<file path="config.mk">
export PLATFORM = sky130hd
export DESIGN_NAME = optic_fe_bringup
export DESIGN_NICKNAME = d
export VERILOG_FILES = /design/src/rtl/ofb_pkg.sv /design/src/rtl/ofb_spi_master.sv /design/src/rtl/ofb_boot_rom.sv /design/src/rtl/optic_fe_bringup.sv
export SDC_FILE = /design/constraint.sdc
export NUM_CORES = 1
export LEC_CHECK = 0
export BUFFER_PORTS_ARGS = -buffer_cell sky130_fd_sc_hd__buf_2
export CAP_MARGIN = 20
export CORE_UTILIZATION = 51
export DETAILED_ROUTE_END_ITERATION = 7
export PLACE_DENSITY = 0.83
export SYNTH_ARGS = -nofsm -noshare
export SYNTH_HDL_FRONTEND = slang
export SYNTH_SLANG_ARGS = --single-unit
</file>
<file path="constraint.sdc">
create_clock -name clk_i -period 2.1 [get_ports clk_i]
set_clock_uncertainty 0.05 [all_clocks]
set_input_delay 0.21 -clock clk_i [delete_from_list [all_inputs] [get_ports clk_i]]
set_output_delay 0.21 -clock clk_i [all_outputs]
set_load 0.02 [all_outputs]
</file>
<file path="src/rtl/ofb_pkg.sv">
package ofb_pkg;
  localparam int ADDR_W    = 8;
  localparam int DATA_W    = 24;
  localparam int FRAME_W   = ADDR_W + DATA_W;
  localparam int CODE_W    = 22;
  localparam int CFG_N     = 34;
  localparam int PRE_STEPS = 5;
  localparam int BOOT_N    = CFG_N + PRE_STEPS + 1;
  localparam logic [ADDR_W-1:0] CTRL_ADDR = 8'h00;
  localparam logic [ADDR_W-1:0] CFG_HOLE  = 8'h1F;
  localparam int BIT_RST  = 3;
  localparam int BIT_DIAG = 2;
  localparam int BIT_RDEN = 0;

  typedef struct packed {
    logic              rd;
    logic [ADDR_W-1:0] addr;
    logic [DATA_W-1:0] data;
  } frame_t;

  function automatic logic [ADDR_W-1:0] cfg_addr(int idx);
    logic [ADDR_W-1:0] a;
    a = ADDR_W'(idx + 1);
    if (a >= CFG_HOLE) a = a + 1'b1;
    return a;
  endfunction

  function automatic frame_t boot_frame(int s, logic [ADDR_W-1:0] diag);
    frame_t f;
    int idx;
    f   = '0;
    idx = s - PRE_STEPS;
    f.addr = CTRL_ADDR;
    if (s == 0)      f.data[BIT_RST]  = 1'b1;
    else if (s == 1) f.data[BIT_DIAG] = 1'b1;
    else if (s == 2) f.data[BIT_RDEN] = 1'b1;
    else if (s == 3) begin
      f.rd   = 1'b1;
      f.addr = diag;
    end else if (s == 4) f.data = '0;
    else if (idx < CFG_N) begin
      f.addr = cfg_addr(idx);
      f.data = {8'(idx * 7 + 3), cfg_addr(idx), 8'hC0 ^ 8'(idx)};
    end else f.data[BIT_RDEN] = 1'b1;
    return f;
  endfunction
endpackage

</file>
<file path="src/rtl/ofb_spi_master.sv">
module ofb_spi_master #(
  parameter int HALF_DIV = 2
) (
  input  logic                         clk_i,
  input  logic                         rst_n_i,
  input  logic                         start_i,
  input  logic [ofb_pkg::FRAME_W-1:0]  tx_i,
  output logic                         done_o,
  output logic [ofb_pkg::DATA_W-1:0]   rx_o,
  output logic                         sclk_o,
  output logic                         cs_n_o,
  output logic                         mosi_o,
  input  logic                         miso_i
);
  import ofb_pkg::*;
  localparam int DIV_W = $clog2(HALF_DIV) + 1;
  localparam int CNT_W = $clog2(FRAME_W) + 1;

  logic [FRAME_W-1:0] tx_q;
  logic [DATA_W-1:0]  rx_q;
  logic [DIV_W-1:0]   div_q;
  logic [CNT_W-1:0]   fall_q;
  logic               busy_q, sclk_q;

  always_ff @(posedge clk_i or negedge rst_n_i) begin
    if (!rst_n_i) begin
      tx_q <= '0; rx_q <= '0; div_q <= '0; fall_q <= '0;
      busy_q <= 1'b0; sclk_q <= 1'b0; done_o <= 1'b0;
    end else begin
      done_o <= 1'b0;
      if (!busy_q) begin
        if (start_i) begin
          busy_q <= 1'b1;
          tx_q   <= tx_i;
          div_q  <= '0;
          fall_q <= '0;
          sclk_q <= 1'b0;
        end
      end else if (div_q == DIV_W'(HALF_DIV - 1)) begin
        div_q  <= '0;
        sclk_q <= ~sclk_q;
        if (!sclk_q) begin
          rx_q <= {rx_q[DATA_W-2:0], miso_i};
        end else begin
          tx_q   <= {tx_q[FRAME_W-2:0], 1'b0};
          fall_q <= fall_q + 1'b1;
          if (fall_q == CNT_W'(FRAME_W - 1)) begin
            busy_q <= 1'b0;
            done_o <= 1'b1;
          end
        end
      end else begin
        div_q <= div_q + 1'b1;
      end
    end
  end

  assign sclk_o = sclk_q;
  assign cs_n_o = ~busy_q;
  assign mosi_o = tx_q[FRAME_W-1];
  assign rx_o   = rx_q;

  assert_idle_clk_low_R2: assert property (@(posedge clk_i) disable iff (!rst_n_i)
    cs_n_o |-> !sclk_o);
  assert_mosi_steady_rise_R2: assert property (@(posedge clk_i) disable iff (!rst_n_i)
    $rose(sclk_o) |-> $stable(mosi_o));
endmodule

</file>
<file path="src/rtl/ofb_boot_rom.sv">
module ofb_boot_rom #(
  parameter logic [7:0] DIAG_ADDR = 8'h30,
  parameter int         STEP_W    = 6
) (
  input  logic [STEP_W-1:0] step_i,
  output ofb_pkg::frame_t   frame_o
);
  import ofb_pkg::*;
  frame_t table_w [BOOT_N];

  for (genvar g = 0; g < BOOT_N; g++) begin : g_ent
    assign table_w[g] = boot_frame(g, DIAG_ADDR);
  end

  always_comb begin
    frame_o = '0;
    if (step_i < STEP_W'(BOOT_N)) frame_o = table_w[step_i];
  end
endmodule

</file>
<file path="src/rtl/optic_fe_bringup.sv">
module optic_fe_bringup #(
  parameter int         HALF_DIV  = 2,
  parameter int         N_RES     = 6,
  parameter int         OVR_W     = 8,
  parameter logic [7:0] DIAG_ADDR = 8'h30,
  parameter logic [7:0] RES_BASE  = 8'h2A
) (
  input  logic                         clk_i,
  input  logic                         rst_n_i,
  input  logic                         start_i,
  input  logic                         drdy_i,
  output logic                         sclk_o,
  output logic                         cs_n_o,
  output logic                         mosi_o,
  input  logic                         miso_i,
  output logic                         fault_o,
  output logic [23:0]                  diag_word_o,
  output logic [OVR_W-1:0]             ovr_cnt_o,
  output logic                         res_valid_o,
  input  logic                         res_ready_i,
  output logic [N_RES*24-1:0]          res_data_o
);
  import ofb_pkg::*;
  localparam int STEP_W = $clog2(BOOT_N);
  localparam int RIDX_W = $clog2(N_RES);

  typedef enum logic [2:0] {
    ST_IDLE, ST_BOOT_GO, ST_BOOT_WAIT, ST_FAULT,
    ST_STREAM, ST_RD_GO, ST_RD_WAIT, ST_HOLD
  } state_t;

  state_t              st_q;
  logic [STEP_W-1:0]   step_q;
  logic [RIDX_W-1:0]   ridx_q;
  logic [DATA_W-1:0]   res_q [N_RES];
  logic [DATA_W-1:0]   diag_q;
  logic [OVR_W-1:0]    ovr_q;
  logic                drdy_q;
  logic                drdy_edge;
  logic                spi_go, spi_done;
  logic [FRAME_W-1:0]  spi_tx;
  logic [DATA_W-1:0]   spi_rx;
  frame_t              boot_w;
  logic                busy_rd;

  ofb_boot_rom #(.DIAG_ADDR(DIAG_ADDR), .STEP_W(STEP_W)) u_rom (
    .step_i(step_q), .frame_o(boot_w));

  ofb_spi_master #(.HALF_DIV(HALF_DIV)) u_spi (
    .clk_i(clk_i), .rst_n_i(rst_n_i), .start_i(spi_go), .tx_i(spi_tx),
    .done_o(spi_done), .rx_o(spi_rx), .sclk_o(sclk_o), .cs_n_o(cs_n_o),
    .mosi_o(mosi_o), .miso_i(miso_i));

  assign drdy_edge = drdy_i & ~drdy_q;
  assign spi_go    = (st_q == ST_BOOT_GO) || (st_q == ST_RD_GO);
  assign spi_tx    = (st_q == ST_RD_GO) ? {RES_BASE + ADDR_W'(ridx_q), {DATA_W{1'b0}}}
                                        : {boot_w.addr, boot_w.data};
  assign busy_rd   = (st_q == ST_RD_GO) || (st_q == ST_RD_WAIT) || (st_q == ST_HOLD);

  always_ff @(posedge clk_i or negedge rst_n_i) begin
    if (!rst_n_i) begin
      st_q <= ST_IDLE; step_q <= '0; ridx_q <= '0; diag_q <= '0;
      ovr_q <= '0; drdy_q <= 1'b0;
      for (int i = 0; i < N_RES; i++) res_q[i] <= '0;
    end else begin
      drdy_q <= drdy_i;
      if (drdy_edge && busy_rd && (ovr_q != {OVR_W{1'b1}})) ovr_q <= ovr_q + 1'b1;
      unique case (st_q)
        ST_IDLE:    if (start_i) begin st_q <= ST_BOOT_GO; step_q <= '0; end
        ST_BOOT_GO: st_q <= ST_BOOT_WAIT;
        ST_BOOT_WAIT: if (spi_done) begin
          if (boot_w.rd) diag_q <= spi_rx;
          if (boot_w.rd && (spi_rx != '0)) st_q <= ST_FAULT;
          else if (step_q == STEP_W'(BOOT_N - 1)) st_q <= ST_STREAM;
          else begin
            step_q <= step_q + 1'b1;
            st_q   <= ST_BOOT_GO;
          end
        end
        ST_FAULT:   st_q <= ST_FAULT;
        ST_STREAM:  if (drdy_edge) begin st_q <= ST_RD_GO; ridx_q <= '0; end
        ST_RD_GO:   st_q <= ST_RD_WAIT;
        ST_RD_WAIT: if (spi_done) begin
          res_q[ridx_q] <= {{(DATA_W-CODE_W){spi_rx[CODE_W-1]}}, spi_rx[CODE_W-1:0]};
          if (ridx_q == RIDX_W'(N_RES - 1)) st_q <= ST_HOLD;
          else begin
            ridx_q <= ridx_q + 1'b1;
            st_q   <= ST_RD_GO;
          end
        end
        ST_HOLD:    if (res_ready_i) st_q <= ST_STREAM;
        default:    st_q <= ST_IDLE;
      endcase
    end
  end

  for (genvar g = 0; g < N_RES; g++) begin : g_pack
    assign res_data_o[g*DATA_W +: DATA_W] = res_q[g];
  end

  assign fault_o     = (st_q == ST_FAULT);
  assign diag_word_o = diag_q;
  assign ovr_cnt_o   = ovr_q;
  assign res_valid_o = (st_q == ST_HOLD);

  assert_hold_steady_R8: assert property (@(posedge clk_i) disable iff (!rst_n_i)
    (res_valid_o && !res_ready_i) |=> (res_valid_o && $stable(res_data_o)));
  assert_hold_no_frame_R8: assert property (@(posedge clk_i) disable iff (!rst_n_i)
    res_valid_o |-> cs_n_o);
  assert_fault_sticky_R5: assert property (@(posedge clk_i) disable iff (!rst_n_i)
    fault_o |=> fault_o);
  assert_fault_quiet_R5: assert property (@(posedge clk_i) disable iff (!rst_n_i)
    fault_o |-> cs_n_o);
  assert_ovr_monotonic_R9: assert property (@(posedge clk_i) disable iff (!rst_n_i)
    ovr_cnt_o >= $past(ovr_cnt_o));
endmodule

</file>
==> flow_summary.ini <==
[min_path]
worstHoldPathType = input pin to flip-flop

[cts]
cts_buffers = 26
tritoncts = yes
clock_latency_ns = 0.51
clock_path_buffers = 3
clkSlewWorstSetupHoldPaths_ns = 0.06
h-tree-depth = 1
cts_root_buf = clkbuf_16
cts_sinks = 244

[detailed_routing]
avgViaCountPerCell = 5.614
drt_iter0_drc = 385
drc_errors = 0
routed-via-count = 7658
ant_nets = 0
wl_um = 26350
drt-pass1-iter-count = 5
wl_per_cell_um = 19.32

[sta]
slew_headroom = 0.6489
rsz0062_at_grt = true
fin_crit_ns = 1.989
fin_crit_sh = 0.9472
slew_viol_final = 0
timing_hold_violations_final = 0
setup_viol = 0
fin_tns_setup_ns = 0
setup_ws_ns = 0.1108
worstMarginPinSlew_ns = 0.5218
fmax_mhz = 502.7

[placed_design]
post-dp-hpwl_um = 18050
numPortBuffers = 186
place.gp.congestion = 0.8557
post-place-ws_ns = -0.05004

[die]
dieArea_um2 = 21710
row_count = 52
die_h_um = 147.3
die_w_um = 147.3
core_um2 = 20490
start_util = 0.5256
io_pins = 187

[synthesis]
yosys.area.top_type = dfrtp_1
ys_warn_count = 0
synth_edf_count = 0
netlist.area_leader.share = 0.5668
synth_seq_cells = 244
synth_ff_type = dfrtp_1
async_flop_share = 1.000
synth_cell_types = 70
seq_area_frac_synth = 0.5668
synthesis.nets = 899
syn_inst = 870
yosys-top-cells-area = dfrtp_1 57%, mux2_1 11%, mux2_2 7.5%, ha_1 2.7%, nand2_1 2.1%
avgSynthCellArea_um2 = 12.38
synthesis.area_um2 = 10770

[power]
total_leakage_power_nw = 7.082
max-vdd-ir-drop_mv = 0.6004
power_density_nw_per_um2 = 1008

[global_routing]
grt_max_degree = 66
grt-ovfl-total = 0
grt_pass1_wl_um = 42560
grt_antenna_before_repair = 0
grt_pass1_vias = 7734
grt_usage = 0.2484

[critical_path]
path_cells = buf_4 > ha_1 > and4b_1 > nor4_2 > o22ai_1 > a32o_1
cpPeakStageDelay_ns = 0.47
cp-end-kind = flip-flop
start_kind = flip-flop
cp.required_ns = 2.45
cpMaxStageDelayCell = dfrtp_1
path_class = flip-flop to flip-flop
arrival_ns = 2.34
path_max_fanout = 9

[outcome]
outcome = completed

[final_layout]
drive_gt1_frac = 0.3565
area_growth_pct = 22.56
num_antenna_cells = 0
fin_nets = 1105

[flow_run]
max_cap_violations = 0
==> power breakdown <==
part           leakage [nW]  internal [W]  switching, W  total (W)
logic                  3.42       0.00114       0.00165    0.00278
clock network         0.437       0.00285       0.00181    0.00466
registers              3.23       0.00530      0.000551    0.00586
==> worst max-delay path: cells and delay by family, from the launching register on <==
| family | cells | cell delay [ns] |
|---|---|---|
| AOI/OAI and AO/OA | 2 | 0.43 |
| and+or+nand+nor | 2 | 0.54 |
| adders and majority gates | 1 | 0.19 |
| DFF | 1 | 0.47 |
| buffers and inverters | 1 | 0.21 |
==> cell usage in the layout, fill, tap and decap left out, types with 4 or more instances in the layout <==
cell type	count
nor2b_1	4
clkbuf_16	27
nand4_1	4
nor4_1	8
xor2_1	6
clkbuf_8	4
nor2_1	51
nand2b_1	8
inv_1	10
o22ai_1	4
a31oi_1	5
clkbuf_1	4
clkinv_2	6
buf_12	8
nand2_1	61
and3_1	5
mux2_1	110
a21oi_1	37
nand3_1	13
xnor2_1	6
o21ai_0	28
buf_2	185
dlygate4sd3_1	4
and2_1	5
o21ai_1	9
buf_4	61
dfrtp_1	242
mux2_2	72
ha_1	23
==> cells by family (layout without fill, tap and decap cells) <==
logic type	Yosys count	after routing	synth area share
AND/OR/NAND/NOR	185	185	0.08618
XOR/XNOR	12	12	0.009756
AO/OA/AOI/OAI	127	127	0.07549
multiplexers	184	184	0.1921
flip-flops	244	244	0.5668
buffers and inverters	94	318	0.04204
adder cells (fa/ha/maj)	24	24	0.02764
==> routing by layer <==
layer	GRT usage	wire length, um	share of wire
met1	0.3406	11320	0.43
met2	0.4137	13220	0.50
met3	0.03758	1335	0.051
met4	0.06598	473	0.018
met5	0	0	0
==> final timing paths <==
kind	from	endpoint	slack (ns)	depth (start not counted)
hold / removal	start_i	step_q[4]	0.07	4
hold reg to reg	res_data_o[137]	res_data_o[137]	0.43	1
max in group asynchronous	rst_n_i	u_spi.tx_q[9]	1.16	3
min in group asynchronous	rst_n_i	ovr_cnt_o[3]	0.12	2
setup / recovery	step_q[2]	step_q[1]	0.11	6
setup reg to reg	step_q[2]	step_q[1]	0.11	6
==> layout make-up <==
class,instances,area [um2]
Clock buffer,35,745.7
Clock inverter,11,136.4
Fill cell,1559,7292
Inverter,13,48.80
Multi-Input combinational cell,532,4227
Sequential cell,244,6108
Tap cell,270,337.8
Timing Repair Buffer,259,1599
==> synthesized netlist by cell type (4+ instances only) <==
cell      count
nor2b_1       4
nand2_1      61
xor2_1        6
o21ai_0      28
inv_1        10
nor4_1        8
o22ai_1       4
and3_1        5
and2_1        5
nand2b_1      8
dfrtp_1     244
nand3_1      13
nor2_1       51
mux2_1      110
xnor2_1       6
a21oi_1      37
clkbuf_1     23
a31oi_1       5
nand4_1       4
buf_4        18
buf_1        14
o21ai_1       9
mux2_2       72
buf_2        26
ha_1         23
==> metrics by stage <==
stage	instance area (um2)	hold WS [ns]	utilization	power, W	cells
3_5_place_dp	12250	0.07897	0.5977	0.008692	1311
2_1_floorplan	10770	-0.1356	-	0.007602	870
3_3_place_gp	12250	0.07573	0.5977	0.008557	1311
6_report	13200	0.06586	0.6442	0.01330	1364
5_1_grt	13200	0.07635	0.6442	0.01398	1364
4_1_cts	13170	0.05062	0.6427	0.01336	1361
==> sequential cells by signal, indices dropped and copies added (netlist names) <==
| name | flops |
|---|---|
| diag_word_o | 24 |
| drdy_q | 1 |
| ovr_cnt_o | 8 |
| res_data_o | 132 |
| ridx_q | 3 |
| st_q | 3 |
| step_q | 6 |
| u_spi.busy_q | 1 |
| u_spi.div_q | 2 |
| u_spi.done_o | 1 |
| u_spi.fall_q | 6 |
| u_spi.rx_o | 24 |
| u_spi.sclk_o | 1 |
| u_spi.tx_q | 32 |
==> repair_timing <==
action | 4_1_cts | 5_1_grt
setup endpoints to repair | 1 | 5
gates resized for setup | 1 | 3
buffers inserted | 0 | 3
hold buffers | 4 | 0
pin swaps | 0 | 2
hold endpoints to repair | 234 | 0
(Power assumes the default switching activity.)
